File: src/rtl/irq_pkg.sv
package irq_pkg;

  // Strobes the control half hands to the datapath each cycle.
  typedef struct packed {
    logic enLoad;    // enable register is being written this cycle
    logic rdEnable;  // read port selects the enable register
  } irqStrobe_t;

  typedef enum logic {
    SEL_STATUS = 1'b0,
    SEL_ENABLE = 1'b1
  } rdSel_e;

endpackage

File: src/rtl/irq_src_sync.sv
module irq_src_sync #(
  parameter int NUM_SRC = 6,
  parameter int STAGES  = 2
) (
  input  logic               clk,
  input  logic               rstN,
  input  logic [NUM_SRC-1:0] srcAsync,
  output logic [NUM_SRC-1:0] srcSync
);

  for (genvar g = 0; g < NUM_SRC; g++) begin : g_bit
    logic [STAGES-1:0] chain;
    always_ff @(posedge clk or negedge rstN) begin
      if (!rstN) chain <= '0;
      else       chain <= {chain[STAGES-2:0], srcAsync[g]};
    end
    assign srcSync[g] = chain[STAGES-1];
  end

endmodule

File: src/rtl/irq_ctrl.sv
module irq_ctrl
  import irq_pkg::*;
#(
  parameter int NUM_SRC = 6,
  parameter int DATA_W  = 8
) (
  input  logic               clk,
  input  logic               rstN,
  input  logic               regWrEn,
  input  logic [DATA_W-1:0]  regWrData,
  input  logic               regRdSel,
  output irqStrobe_t         strobe,
  output logic [NUM_SRC-1:0] enQ,
  output logic [NUM_SRC-1:0] enNext
);

  always_comb begin
    strobe.enLoad   = regWrEn;
    strobe.rdEnable = (rdSel_e'(regRdSel) == SEL_ENABLE);
  end

  // Upper write bits are discarded.
  if (DATA_W > NUM_SRC) begin : g_hi
    logic unusedWrHi;
    assign unusedWrHi = ^regWrData[DATA_W-1:NUM_SRC];
  end

  assign enNext = strobe.enLoad ? regWrData[NUM_SRC-1:0] : enQ;

  always_ff @(posedge clk or negedge rstN) begin
    if (!rstN) enQ <= '0;
    else       enQ <= enNext;
  end

  // enable register only changes on a write
  p_en_hold_r7: assert property (@(posedge clk) disable iff (!rstN)
    !regWrEn |=> $stable(enQ));

  // a write lands exactly in the enable register
  p_en_load_r3: assert property (@(posedge clk) disable iff (!rstN)
    regWrEn |=> (enQ == $past(regWrData[NUM_SRC-1:0])));

endmodule

File: src/rtl/irq_datapath.sv
module irq_datapath
  import irq_pkg::*;
#(
  parameter int NUM_SRC = 6,
  parameter int DATA_W  = 8
) (
  input  logic               clk,
  input  logic               rstN,
  input  irqStrobe_t         strobe,
  input  logic [NUM_SRC-1:0] enQ,
  input  logic [NUM_SRC-1:0] enNext,
  input  logic [NUM_SRC-1:0] srcSync,
  output logic [DATA_W-1:0]  rdData,
  output logic               irqQ
);

  logic [NUM_SRC-1:0] srcPrev;
  logic [NUM_SRC-1:0] rise;
  logic [NUM_SRC-1:0] statusQ;
  logic [NUM_SRC-1:0] statusNext;

  // Edge detector on the synchronized level, running whatever the enables.
  always_ff @(posedge clk or negedge rstN) begin
    if (!rstN) srcPrev <= '0;
    else       srcPrev <= srcSync;
  end

  assign rise = srcSync & ~srcPrev;

  // Set only through an enabled edge; cleared by the enable that takes effect.
  assign statusNext = (statusQ | (rise & enQ)) & enNext;

  always_ff @(posedge clk or negedge rstN) begin
    if (!rstN) begin
      statusQ <= '0;
      irqQ    <= 1'b0;
    end else begin
      statusQ <= statusNext;
      irqQ    <= |statusNext;
    end
  end

  always_comb begin
    rdData = '0;
    rdData[NUM_SRC-1:0] = strobe.rdEnable ? enQ : statusQ;
  end

  // no status bit survives without its enable
  p_status_masked_r3: assert property (@(posedge clk) disable iff (!rstN)
    (statusQ & ~enQ) == '0);

  // a newly set bit had its enable set in the previous cycle
  p_set_needs_en_r2: assert property (@(posedge clk) disable iff (!rstN)
    (statusQ & ~$past(statusQ) & ~$past(enQ)) == '0);

  // a set bit whose enable stayed on is still set
  p_sticky_r8: assert property (@(posedge clk) disable iff (!rstN)
    ($past(statusQ) & $past(enQ) & enQ & ~statusQ) == '0);

  // line rises only from an empty register
  p_irq_rise_r5: assert property (@(posedge clk) disable iff (!rstN)
    $rose(irqQ) |-> ($past(statusQ) == '0));

  // line falls only when the register is empty
  p_irq_fall_r5: assert property (@(posedge clk) disable iff (!rstN)
    $fell(irqQ) |-> (statusQ == '0));

  // line tracks the register content
  p_irq_level_r5: assert property (@(posedge clk) disable iff (!rstN)
    irqQ == (statusQ != '0));

endmodule

File: src/rtl/edge_irq_latch.sv
module edge_irq_latch
  import irq_pkg::*;
#(
  parameter int NUM_SRC     = 6,
  parameter int DATA_W      = 8,
  parameter int SYNC_STAGES = 2
) (
  input  logic               clk,
  input  logic               rstN,
  input  logic               regWrEn,
  input  logic [DATA_W-1:0]  regWrData,
  input  logic               regRdSel,
  output logic [DATA_W-1:0]  regRdData,
  input  logic [NUM_SRC-1:0] srcIn,
  output logic               irqOut
);

  irqStrobe_t         strobe;
  logic [NUM_SRC-1:0] enQ;
  logic [NUM_SRC-1:0] enNext;
  logic [NUM_SRC-1:0] srcSync;

  irq_src_sync #(.NUM_SRC(NUM_SRC), .STAGES(SYNC_STAGES)) uSync (
    .clk(clk), .rstN(rstN), .srcAsync(srcIn), .srcSync(srcSync)
  );

  irq_ctrl #(.NUM_SRC(NUM_SRC), .DATA_W(DATA_W)) uCtrl (
    .clk(clk), .rstN(rstN), .regWrEn(regWrEn), .regWrData(regWrData),
    .regRdSel(regRdSel), .strobe(strobe), .enQ(enQ), .enNext(enNext)
  );

  irq_datapath #(.NUM_SRC(NUM_SRC), .DATA_W(DATA_W)) uData (
    .clk(clk), .rstN(rstN), .strobe(strobe), .enQ(enQ), .enNext(enNext),
    .srcSync(srcSync), .rdData(regRdData), .irqQ(irqOut)
  );

  // bits above the sources never read as one
  p_upper_zero_r7: assert property (@(posedge clk) disable iff (!rstN)
    regRdData[DATA_W-1:NUM_SRC] == '0);

endmodule

File: config.mk
export PLATFORM = sky130hd
export DESIGN_NAME = edge_irq_latch
export DESIGN_NICKNAME = d
export VERILOG_FILES = /design/src/rtl/irq_pkg.sv /design/src/rtl/irq_src_sync.sv /design/src/rtl/irq_ctrl.sv /design/src/rtl/irq_datapath.sv /design/src/rtl/edge_irq_latch.sv
export SDC_FILE = /design/constraint.sdc
export NUM_CORES = 1
export LEC_CHECK = 0
export BUFFER_PORTS_ARGS = -buffer_cell sky130_fd_sc_hd__buf_2
export CAP_MARGIN = 5
export CORE_MARGIN = 3
export CORE_UTILIZATION = 36
export CTS_BUF_LIST = sky130_fd_sc_hd__clkbuf_4
export CTS_CLUSTER_SIZE = 40
export DETAILED_ROUTE_END_ITERATION = 6
export HOLD_SLACK_MARGIN = 0.06
export SYNTH_ARGS = -nofsm -noshare
export SYNTH_HDL_FRONTEND = slang
export SYNTH_SLANG_ARGS = --single-unit
File: constraint.sdc
create_clock -name clk -period 3.28 [get_ports clk]
set_input_delay 0 -clock clk [delete_from_list [all_inputs] [get_ports clk]]
set_output_delay 0 -clock clk [all_outputs]
set_load 0.05 [all_outputs]
==> results.md <==
- The run finished with clean final reports.
- The global placement routability congestion is 0.758.
- The remaining global-route overflow is 0.
- Summed over its instances, the top area cell type makes up 70.1% of the synthesized netlist area.
- The number of gates resized after CTS was 0.
- The synthesized instance count is 78.
- The I/O pin count is 27.
- The post-route minimum period is 1.35 ns.
- The most crowded layer after global routing is met2.
- The largest buffer count on any clock path is 2.
- The via count is 712.
- CTS built an H-tree with a depth of 2.
- The first-iteration detailed-routing DRC count is 43.
- TritonCTS built the clock tree.
- Ranked by total cell area, the synthesized netlist is headed by sky130_fd_sc_hd__dfrtp_1, sky130_fd_sc_hd__mux2_2, sky130_fd_sc_hd__a21oi_1.
- The worst relative slew slack is 55.9%.
- Of all nets on the critical path, the largest fanout is 2.
- The sequential element share of the synthesized area is 70.1%.
- The net count reported at finish is 135.
- Power spread over the standard cell area amounts to 540 mW/mm².
- The post-route DRC violation count is 0.
- The number of placed instances, taps included, is 128.
- The first global-routing pass estimated 3.02 mm of wire.
- The met2 capacity usage during global routing is 16.9%.
- The final clock period utilization by the worst path is 41.3%.
- The initial standard-cell utilization of the core is 38.8%.
- Input and output buffers added on the ports amount to 22.
- The simple-gate portion of the synthesized area is 5.88%.
- The flop and latch count out of synthesis is 31.
- The startpoint-to-endpoint class of the critical path is reg2reg.
- Each instance of the synthesized netlist takes up on average 14.2 µm².
- The number of cell rows is 19.
- The total core area is 0.00285 mm².
- The number of antenna violations at the first check in global routing is 0.
- STA puts the critical path data required time at 3.48 ns.
- The routed design has 1.89 mm of wire.
- The data arrival at the endpoint of the critical path is 1.56 ns.
- In this run the static leakage power is 0.664 nW.
- The die extent in x is 61.4 µm.
- Setup repair after global routing left no endpoint under its margin.
- TritonCTS created 5 clock buffers.
- The vertical extent of the die is 61.4 µm.
- The synthesized-area fraction occupied by ao, oa, aoi and oai cells is 7.47%.
- The HPWL after detailed placement is 1.25 mm.
- Once detail routing completed, the nets flagged for antenna violations numbered 0.
- The accumulated negative setup slack is 0 ns.
- After filler insertion, the fill cell instance count of the layout stands at 270.
- The capturing element type of the critical path is a flop.
- The area share of fa/ha/maj cells after synthesis is 0%.
- After synthesis, the largest family of logic cells by area is multiplexers.
- The path category of the worst min-delay check is in2reg.
- The number of synthesis warnings is 0.
- The maximum number of pins on one net before global-route repair is 32.
- Clock tree synthesis selected as its root buffer the cell sky130_fd_sc_hd__clkbuf_4.
- The hold violation total from the final report came to 0.
- In the global route stage, met3 resource usage came out at 5.87%.
- The maximum clock frequency is 739 MHz.
- The mean routed wirelength per cell is 12.7 µm.
- The overall fraction of global-route tracks in use is 11.7%.
- The number of vias per cell is 4.78.
- The first detailed-routing pass ran for 4 iterations.
- STA classifies the critical path startpoint as a flop.
- Leaving out filler cells and counting taps, the final layout contains 149.
- The fraction of layout cells with a size suffix above 1 is 34.7%.
- The final cell area excluding filler cells is 0.00141 mm².
- Summing the areas of all xor and xnor instances in the mapped netlist gives 0% of the synthesized area.
- Global routing used 14.0% of the available met1 tracks.
- The multiplexer share of the synthesized area is 12.2%.
- The number of max-slew violations in the final report is 0.
- At the later pin of the worst-skew pair, clock insertion delay measures 0.32 ns.
- The post-synthesis to final-layout area growth is 27.4%.
- The worst vdd rail ir drop is 0.000315 V.
- The CTS sink count is 31.
- Of all cell types, the one taking the most synthesized area is sky130_fd_sc_hd__dfrtp_1.
- For the pin with the worst max-slew slack, the measured transition is 0.661 ns.
- Clock-pin slew was measured on the worst setup and hold paths at 0.09 ns.
- The count of maximum capacitance violations is 0.
- On the final layout, the worst clock skew is 0.00472 ns.
- Setup violations remaining at the end of the flow were counted as 0.
- In this run, distinct cell masters in the synthesized netlist total 15.
- The total cell area at the placement stage is 0.00123 mm².
- The post-synthesis cell area is 0.00111 mm².
- The number of global-route vias before repair came to 693.
- The die covers 0.00377 mm².
- The repair_antennas step left the layout with diodes totalling 0.
## path summary, 6_finish.rpt
path	endpoint	slack, ns	from	depth (start not counted)
worst max-delay path	uData.irqQ	1.93	uSync.g_bit[3].chain[1]	4
min in group asynchronous	uSync.g_bit[0].chain[1]	0.24	rstN	2
worst max register to register	uData.irqQ	1.93	uSync.g_bit[3].chain[1]	4
max in group asynchronous	uCtrl.enQ[2]	2.61	rstN	2
worst min-delay path	uData.statusQ[0]	0.12	regWrEn	3
worst min register to register	uSync.g_bit[4].chain[1]	0.35	uSync.g_bit[4].chain[0]	0
## per-stage QoR
step | total power, mW | setup slack (ns) | util [%] | hold slack [ns]
global placement | 0.550 | 1.95 | 43.0 | 0.0637
CTS | 0.777 | 1.91 | 49.4 | 0.0967
global route | 0.807 | 1.82 | 49.4 | 0.117
floorplan | 0.519 | 2.01 | - | -0.296
detailed placement | 0.554 | 1.92 | 43.0 | 0.0781
finish | 0.761 | 1.93 | 49.4 | 0.121
## final cells by class
cell class                      count  area (µm²)  area share [%]
Clock inverter                      2        7.51           0.533
Multi-Input combinational cell     41         290            20.6
Inverter                            3        11.3           0.799
Clock buffer                        6        45.0            3.20
Tap cell                           31        38.8            2.75
Timing Repair Buffer               35         240            17.1
Sequential cell                    31         776            55.1
## layer usage
layer / vias to the layer above / wire length, µm
li1: 342 / -
met1: 341 / 847
met2: 25 / 861
met3: 4 / 143
met4: 0 / 36
met5: - / 0
## cells by family after synthesis
kind of cell | after synthesis
AOI/OAI and AO/OA | 14
buffers and inverters | 7
DFF | 31
muxes | 12
other | 1
and+or+nand+nor | 13
## synth_stat cells (all sizes together)
library cell / count
dfrtp: 31
nor2: 6
a21oi: 8
o32ai: 2
or4: 1
o22ai: 4
inv: 3
clkbuf: 2
nor3: 2
nor2b: 4
mux2: 12
buf: 2
conb: 1
## sequential cells by signal, indices dropped and copies added (netlist names)
signal,flops
uCtrl.enQ,6
uData.irqQ,1
uData.srcPrev,6
uData.statusQ,6
uSync.g_bit.chain,12
## placed cells by master, fill, tap and decap left out
| cell | netlist | routed |
|---|---|---|
| sky130_fd_sc_hd__dfrtp_1 | 31 | 31 |
| sky130_fd_sc_hd__mux2_2 | 12 | 12 |
| sky130_fd_sc_hd__inv_2 | 1 | 1 |
| sky130_fd_sc_hd__conb_1 | 1 | 2 |
| sky130_fd_sc_hd__o32ai_1 | 2 | 2 |
| sky130_fd_sc_hd__clkinv_1 | 0 | 2 |
| sky130_fd_sc_hd__clkbuf_4 | 0 | 6 |
| sky130_fd_sc_hd__nor3_1 | 2 | 2 |
| sky130_fd_sc_hd__nor2b_1 | 4 | 4 |
| sky130_fd_sc_hd__o22ai_1 | 4 | 4 |
| sky130_fd_sc_hd__nor2_1 | 6 | 6 |
| sky130_fd_sc_hd__inv_1 | 2 | 2 |
| sky130_fd_sc_hd__dlygate4sd3_1 | 0 | 13 |
| sky130_fd_sc_hd__or4_1 | 1 | 1 |
| sky130_fd_sc_hd__a21oi_1 | 8 | 8 |
| sky130_fd_sc_hd__buf_2 | 0 | 22 |
## worst max-delay path, cell delays in order, from the launching register on
cell	delay, ns
sky130_fd_sc_hd__dfrtp_1	0.38
sky130_fd_sc_hd__nor2b_1	0.13
sky130_fd_sc_hd__o22ai_1	0.15
sky130_fd_sc_hd__o32ai_1	0.11
sky130_fd_sc_hd__or4_1	0.46
## power breakdown
group	internal [mW]	total, mW	switching, mW
combinational	0.0492	0.133	0.0835
clock	0.0874	0.204	0.117
sequential	0.409	0.424	0.0142
total	0.546	0.761	0.215
## what timing repair did
| item | in CTS | in global routing |
|---|---|---|
| buffers inserted | 0 | 0 |
| endpoints found under the hold margin | 49 | 0 |
| hold buffers | 13 | 0 |
| setup endpoints to repair | 0 | 0 |
Note: power is estimated with default switching activity, not from simulation.
